--- src/rtl/lcd_tgen_pkg.sv ---
package lcd_tgen_pkg;

  // Vertical compare region select codes
  typedef enum logic [1:0] {
    VC_SYNC  = 2'd0,
    VC_BACK  = 2'd1,
    VC_VIS   = 2'd2,
    VC_FRONT = 2'd3
  } vcmp_sel_e;

  // Bit positions inside the polarity mask
  localparam int POL_HS = 0;
  localparam int POL_VS = 1;
  localparam int POL_DE = 2;
  localparam int POL_AC = 3;
  localparam int NSIG   = 4;

endpackage

--- src/rtl/lcd_tgen_pixdiv.sv ---
module lcd_tgen_pixdiv #(
  parameter int DIVW = 8
) (
  input  logic            clk,
  input  logic            rst,
  input  logic            en,
  input  logic [DIVW-1:0] div,
  output logic            tick
);

  logic [DIVW-1:0] cnt_q;

  // One pixel slot lasts div+1 core clocks
  assign tick = en && (cnt_q >= div);

  always_ff @(posedge clk) begin
    if (rst || !en) begin
      cnt_q <= '0;
    end else if (tick) begin
      cnt_q <= '0;
    end else begin
      cnt_q <= cnt_q + 1'b1;
    end
  end

endmodule

--- src/rtl/lcd_tgen_raster.sv ---
module lcd_tgen_raster
  import lcd_tgen_pkg::*;
#(
  parameter int CW = 11
) (
  input  logic          clk,
  input  logic          rst,
  input  logic          en,
  input  logic          tick,
  input  logic [CW-1:0] hsw,
  input  logic [CW-1:0] hbp,
  input  logic [CW-1:0] hact,
  input  logic [CW-1:0] hfp,
  input  logic [CW-1:0] vsw,
  input  logic [CW-1:0] vbp,
  input  logic [CW-1:0] vact,
  input  logic [CW-1:0] vfp,
  input  logic [1:0]    vsel,
  output logic [CW-1:0] hcnt,
  output logic [CW-1:0] vcnt,
  output logic          h_sync,
  output logic          v_sync,
  output logic          h_vis,
  output logic          v_vis,
  output logic          line_wrap,
  output logic          vcmp_hit
);

  localparam int TW  = CW + 2;  // room for the sum of four CW-wide fields
  localparam int NAX = 2;       // 0 horizontal, 1 vertical

  logic [CW-1:0] sw_a  [NAX];
  logic [CW-1:0] bp_a  [NAX];
  logic [CW-1:0] act_a [NAX];
  logic [CW-1:0] fp_a  [NAX];
  logic [CW-1:0] cnt_a [NAX];
  logic          sync_a[NAX];
  logic          vis_a [NAX];
  logic          mark_a[NAX];

  assign sw_a[0]  = hsw;
  assign bp_a[0]  = hbp;
  assign act_a[0] = hact;
  assign fp_a[0]  = hfp;
  assign sw_a[1]  = vsw;
  assign bp_a[1]  = vbp;
  assign act_a[1] = vact;
  assign fp_a[1]  = vfp;

  for (genvar ax = 0; ax < NAX; ax++) begin : g_axis
    logic [TW-1:0] b_back, b_vis, b_tot, b_sync, pos;
    logic [CW-1:0] cnt_r;
    logic          step_l, wrap_l, mark_l;

    // Region boundaries: sync, back porch, visible, front porch
    assign b_sync = TW'(sw_a[ax]);
    assign b_back = b_sync + TW'(bp_a[ax]);
    assign b_vis  = b_back + TW'(act_a[ax]);
    assign b_tot  = b_vis  + TW'(fp_a[ax]);
    assign pos    = TW'(cnt_r);

    if (ax == 0) begin : g_h
      assign step_l = tick;
      assign mark_l = (pos == '0);
    end else begin : g_v
      assign step_l = line_wrap;
      always_comb begin
        case (vcmp_sel_e'(vsel))
          VC_SYNC:  mark_l = (pos == '0);
          VC_BACK:  mark_l = (pos == b_sync);
          VC_VIS:   mark_l = (pos == b_back);
          VC_FRONT: mark_l = (pos == b_vis);
          default:  mark_l = 1'b0;
        endcase
      end
    end

    assign wrap_l = step_l && ((pos + TW'(1)) >= b_tot);

    always_ff @(posedge clk) begin
      if (rst || !en) begin
        cnt_r <= '0;
      end else if (step_l) begin
        cnt_r <= wrap_l ? '0 : cnt_r + 1'b1;
      end
    end

    assign cnt_a[ax]  = cnt_r;
    assign sync_a[ax] = (pos < b_sync);
    assign vis_a[ax]  = (pos >= b_back) && (pos < b_vis);
    assign mark_a[ax] = mark_l;
  end

  assign line_wrap = g_axis[0].wrap_l;
  assign hcnt      = cnt_a[0];
  assign vcnt      = cnt_a[1];
  assign h_sync    = sync_a[0];
  assign v_sync    = sync_a[1];
  assign h_vis     = vis_a[0];
  assign v_vis     = vis_a[1];
  // First pixel of the selected line
  assign vcmp_hit  = tick && mark_a[0] && mark_a[1];

endmodule

--- src/rtl/lcd_tgen_acbias.sv ---
module lcd_tgen_acbias #(
  parameter int ACW = 8
) (
  input  logic           clk,
  input  logic           rst,
  input  logic           en,
  input  logic           line_step,
  input  logic [ACW-1:0] period,
  output logic           tog
);

  logic [ACW-1:0] cnt_q;
  logic [ACW:0]   cnt_nx;

  assign cnt_nx = {1'b0, cnt_q} + 1'b1;

  // A period of 0 satisfies the compare every line, so it acts as 1
  always_ff @(posedge clk) begin
    if (rst || !en) begin
      cnt_q <= '0;
      tog   <= 1'b0;
    end else if (line_step) begin
      if (cnt_nx >= {1'b0, period}) begin
        cnt_q <= '0;
        tog   <= ~tog;
      end else begin
        cnt_q <= cnt_nx[ACW-1:0];
      end
    end
  end

endmodule

--- src/rtl/lcd_tgen.sv ---
module lcd_tgen
  import lcd_tgen_pkg::*;
#(
  parameter int CW   = 11,
  parameter int DIVW = 8,
  parameter int ACW  = 8
) (
  input  logic            clk,
  input  logic            rst,
  input  logic            en,
  input  logic [CW-1:0]   cfg_hsw,
  input  logic [CW-1:0]   cfg_hbp,
  input  logic [CW-1:0]   cfg_hact,
  input  logic [CW-1:0]   cfg_hfp,
  input  logic [CW-1:0]   cfg_vsw,
  input  logic [CW-1:0]   cfg_vbp,
  input  logic [CW-1:0]   cfg_vact,
  input  logic [CW-1:0]   cfg_vfp,
  input  logic [DIVW-1:0] cfg_div,
  input  logic [ACW-1:0]  cfg_acb,
  input  logic [3:0]      cfg_pol,
  input  logic            cfg_tft,
  input  logic [1:0]      cfg_vcmp_sel,
  input  logic            irq_mask,
  input  logic            irq_clr,
  output logic            pclk_en,
  output logic            pix_req,
  output logic            hsync,
  output logic            vsync,
  output logic            de,
  output logic            acb,
  output logic [CW-1:0]   x_pos,
  output logic [CW-1:0]   y_pos,
  output logic            irq_stat,
  output logic            irq
);

  logic          tick;
  logic [CW-1:0] hcnt, vcnt;
  logic          h_sync, v_sync, h_vis, v_vis, line_wrap, vcmp_hit;
  logic          acb_tog;
  logic [NSIG-1:0] act, sig_q;
  logic          stat_q, stat_n;

  lcd_tgen_pixdiv #(.DIVW(DIVW)) u_pixdiv (
    .clk  (clk),
    .rst  (rst),
    .en   (en),
    .div  (cfg_div),
    .tick (tick)
  );

  lcd_tgen_raster #(.CW(CW)) u_raster (
    .clk       (clk),
    .rst       (rst),
    .en        (en),
    .tick      (tick),
    .hsw       (cfg_hsw),
    .hbp       (cfg_hbp),
    .hact      (cfg_hact),
    .hfp       (cfg_hfp),
    .vsw       (cfg_vsw),
    .vbp       (cfg_vbp),
    .vact      (cfg_vact),
    .vfp       (cfg_vfp),
    .vsel      (cfg_vcmp_sel),
    .hcnt      (hcnt),
    .vcnt      (vcnt),
    .h_sync    (h_sync),
    .v_sync    (v_sync),
    .h_vis     (h_vis),
    .v_vis     (v_vis),
    .line_wrap (line_wrap),
    .vcmp_hit  (vcmp_hit)
  );

  lcd_tgen_acbias #(.ACW(ACW)) u_acbias (
    .clk       (clk),
    .rst       (rst),
    .en        (en),
    .line_step (line_wrap),
    .period    (cfg_acb),
    .tog       (acb_tog)
  );

  // Active-high view of each timing output before polarity
  assign act[POL_HS] = en & h_sync;
  assign act[POL_VS] = en & v_sync;
  assign act[POL_DE] = en & cfg_tft & h_vis & v_vis;
  assign act[POL_AC] = en & ~cfg_tft & acb_tog;

  assign stat_n = vcmp_hit | (stat_q & ~irq_clr);

  always_ff @(posedge clk) begin
    if (rst) begin
      sig_q   <= cfg_pol;
      pclk_en <= 1'b0;
      pix_req <= 1'b0;
      x_pos   <= '0;
      y_pos   <= '0;
      stat_q  <= 1'b0;
      irq     <= 1'b0;
    end else begin
      sig_q   <= act ^ cfg_pol;
      pclk_en <= tick;
      pix_req <= tick & h_vis & v_vis;
      x_pos   <= en ? hcnt : '0;
      y_pos   <= en ? vcnt : '0;
      stat_q  <= stat_n;
      irq     <= stat_n & irq_mask;
    end
  end

  assign hsync    = sig_q[POL_HS];
  assign vsync    = sig_q[POL_VS];
  assign de       = sig_q[POL_DE];
  assign acb      = sig_q[POL_AC];
  assign irq_stat = stat_q;

endmodule

--- config.mk ---
export PLATFORM = sky130hd
export DESIGN_NAME = lcd_tgen
export DESIGN_NICKNAME = d
export VERILOG_FILES = /design/src/rtl/lcd_tgen_pkg.sv /design/src/rtl/lcd_tgen_pixdiv.sv /design/src/rtl/lcd_tgen_raster.sv /design/src/rtl/lcd_tgen_acbias.sv /design/src/rtl/lcd_tgen.sv
export SDC_FILE = /design/constraint.sdc
export NUM_CORES = 1
export LEC_CHECK = 0
export BUFFER_PORTS_ARGS = -buffer_cell sky130_fd_sc_hd__buf_2
export CAP_MARGIN = 20
export CORE_MARGIN = 2
export CORE_UTILIZATION = 40
export CTS_BUF_LIST = sky130_fd_sc_hd__clkbuf_2 sky130_fd_sc_hd__clkbuf_4 sky130_fd_sc_hd__clkbuf_8
export DETAILED_ROUTE_END_ITERATION = 16
export PLACE_DENSITY_LB_ADDON = 0.05
export SLEW_MARGIN = 30
export SYNTH_ARGS = -nofsm -noshare
export SYNTH_HDL_FRONTEND = slang
export SYNTH_SLANG_ARGS = --single-unit
--- constraint.sdc ---
create_clock -name clk -period 9 [get_ports clk]
set_clock_uncertainty 0.1 [all_clocks]
set_input_delay 1.8 -clock clk [delete_from_list [all_inputs] [get_ports clk]]
set_output_delay 1.8 -clock clk [all_outputs]
set_load 0.1 [all_outputs]
==> key figures <==
Run status
  – Status: complete, no violations

Pwr
  – PD cells: 163.0 mW/mm^2
  – P_leak: 0.004951 uW
  – Worst VDD drop: 0.07990 mV

Drt
  – Initial DRT Pass Iterations: 4
  – Via density: 5.136
  – Post-DRT Antenna Nets: 0
  – Starting DRT DRC Count: 275
  – Drt wl/cell: 14.59 um
  – Drt total wl: 21200 um
  – Vias: 7462
  – Post-route DRC violation count: 0

Timing
  – Fin crit share: 85.23%
  – Max_slew headroom: 39.83%
  – Setup TNS: 0 ps
  – Slew @ Worst Pin: 902.6 ps
  – Slew Viols, Final: 0
  – F_max: 130.4 MHz
  – Final setup fails: 0
  – Hold Violations, Final: 0
  – RSZ-0062 raised after global routing: no
  – Fin Hold WS: 362.5 ps
  – Final min period: 7671 ps

Synth
  – Cell variety after synth: 68
  – Synthesis-stage register bit count: 69
  – Top cell type by total area after synthesis: ha_1
  – Post-synthesis cell count: 1033
  – Most used flip-flop cell after synthesis: dfxtp_1
  – Synth warnings: 0
  – Post-synthesis sequential area ratio: 16.60%
  – Area contributors post-synth: ha_1, dfxtp_1, xnor2_1
  – Count leader, synth: ha_1
  – Post-synth top area share: 26.92%
  – Average size of a mapped cell: 8.055 um^2
  – Post-synth EDFFs: 0
  – Net Count, Synth: 1334
  – Post-synth ARST share: 0%
  – Most frequent cells after synthesis: ha_1, inv_1, a21oi_1, nor2_1, dfxtp_1
  – Mapped Area: 0.008320 mm^2

Floorplanning
  – Core Box Area: 0.02030 mm^2
  – Initial Util: 40.99%
  – IO Pins: 146
  – DIE AREA: 0.02197 mm^2
  – Die height: 148.2 um
  – Die Width: 148.2 um
  – Std-Cell Rows: 52

Cells and area
  – NumNets Final: 1480
  – Share of cells above drive strength 1: 15.47%
  – Antenna cells: 0
  – P&R area growth vs syn: 15.31%
  – Fin cells: 1453

Placement
  – Input/output buffers: 145
  – Post-DP HPWL: 17850 um
  – Cell total after placement: 1438
  – Gpl congestion: 0.8067

CTS
  – TritonCTS Buffers: 9
  – Post_cts resized: 0
  – Clock Sink Count: 69
  – CTS Root Cell: clkbuf_8
  – Latest clock arrival within the worst-skew pair: 370 ps
  – Clock transition at the registers of the reported paths: 80 ps
  – CTS tree: built
  – H-tree depth: 3
  – Setup bufs post-CTS: 0
  – Hold Buf Count CTS: 0
  – CTS Buffer Depth: 2

GRT
  – Antenna violations before repair: 0
  – First-pass GRT wire length: 34430 um
  – Largest net degree at the start of global routing: 29
  – Number of global-route vias before repair: 7084
  – GRT Overall Usage: 19.32%
  – Grt ovf: 0

Worst setup path
  – Largest stage delay on the critical path: 410 ps
  – Worst setup EP type: flip-flop
  – Family with the most delay on the worst path: compound AO/OA/AOI/OAI gates
  – Buf+Inv Stages, Crit Path: 2
  – WP data arrival: 7880 ps
  – Crit path max-delay cell type: fa_1
  – CP Max Fanout: 28
  – Critical Path RT: 9210 ps
  – Startpoint types: input pin
  – WS Path Type: input pin to flip-flop

Job
  – Maxcap violations: 0

Min path
  – Hold WC Path Type: flip-flop to flip-flop
-- through the flow --
stage | cell area, um^2 | total power [uW] | worst slack, ps | utilization [%]
2_1_floorplan | 8320 | 1070 | 1936 | -
3_3_place_gp | 9358 | 1257 | 1100 | 46.10
3_5_place_dp | 9358 | 1260 | 955.3 | 46.10
4_1_cts | 9594 | 1587 | 1335 | 47.26
5_1_grt | 9594 | 1729 | 702.2 | 47.26
6_report | 9594 | 1564 | 1329 | 47.26
-- power breakdown --
part / total (uW) / internal, uW / switching, uW
sequential: 308 / 307 / 0.673
clock: 313 / 183 / 130
combinational: 943 / 423 / 520
-- layer usage --
metal  track usage (%)  share of wire, %
met1             24.43                45
met2             34.51                49
met3             2.853               3.6
met4             4.762               1.7
met5                 0                 0
-- cells in the final DEF, fill, tap and decap left out, drive strengths merged, types with 10 or more instances in the layout --
cell	n
a211oi	10
a21o	35
a21oi	74
and2	18
and3	15
buf	148
dfxtp	69
ha	179
inv	114
nand2	57
nand2b	20
nand3	38
nand4	10
nor2	71
nor2b	14
nor3	21
o21a	17
o21ai	48
xnor2	54
xor2	39
-- state kept, by name (all words and copies together) (netlist names) --
register and flops:
u_acbias.tog 1, pclk_en 1, u_acbias.cnt_q 8, irq_stat 1, pix_req 1, u_raster.hcnt 11
irq 1, x_pos 11, u_raster.vcnt 11, y_pos 11, u_pixdiv.cnt_q 8, sig_q 4
-- final timing paths --
check	slack, ps	from	end	depth (start not counted)
setup reg to reg	4910	u_raster.vcnt[2]	u_raster.vcnt[3]	14
setup / recovery	1330	cfg_hsw[0]	u_raster.vcnt[3]	31
hold reg to reg	360	u_pixdiv.cnt_q[0]	u_pixdiv.cnt_q[0]	1
hold / removal	360	u_pixdiv.cnt_q[0]	u_pixdiv.cnt_q[0]	1
-- cell type report --
cell class / instances / area (um^2)
multi-input combinational: 837 / 6462
fill: 2094 / 10710
sequential: 69 / 1381
timing repair buffer: 148 / 748.2
tap: 270 / 337.8
clock inverter: 6 / 112.6
inverter: 114 / 427.9
clock buffer: 9 / 123.9
-- cells by family after synthesis --
family	synth area share, %
AO/OA/AOI/OAI	21.16
adder cells (fa/ha/maj)	28.36
AND/OR/NAND/NOR	17.83
multiplexers	0.4962
flip-flops	16.60
XOR/XNOR	9.789
buffers and inverters	5.759
Power figures use the tool's default switching activity.
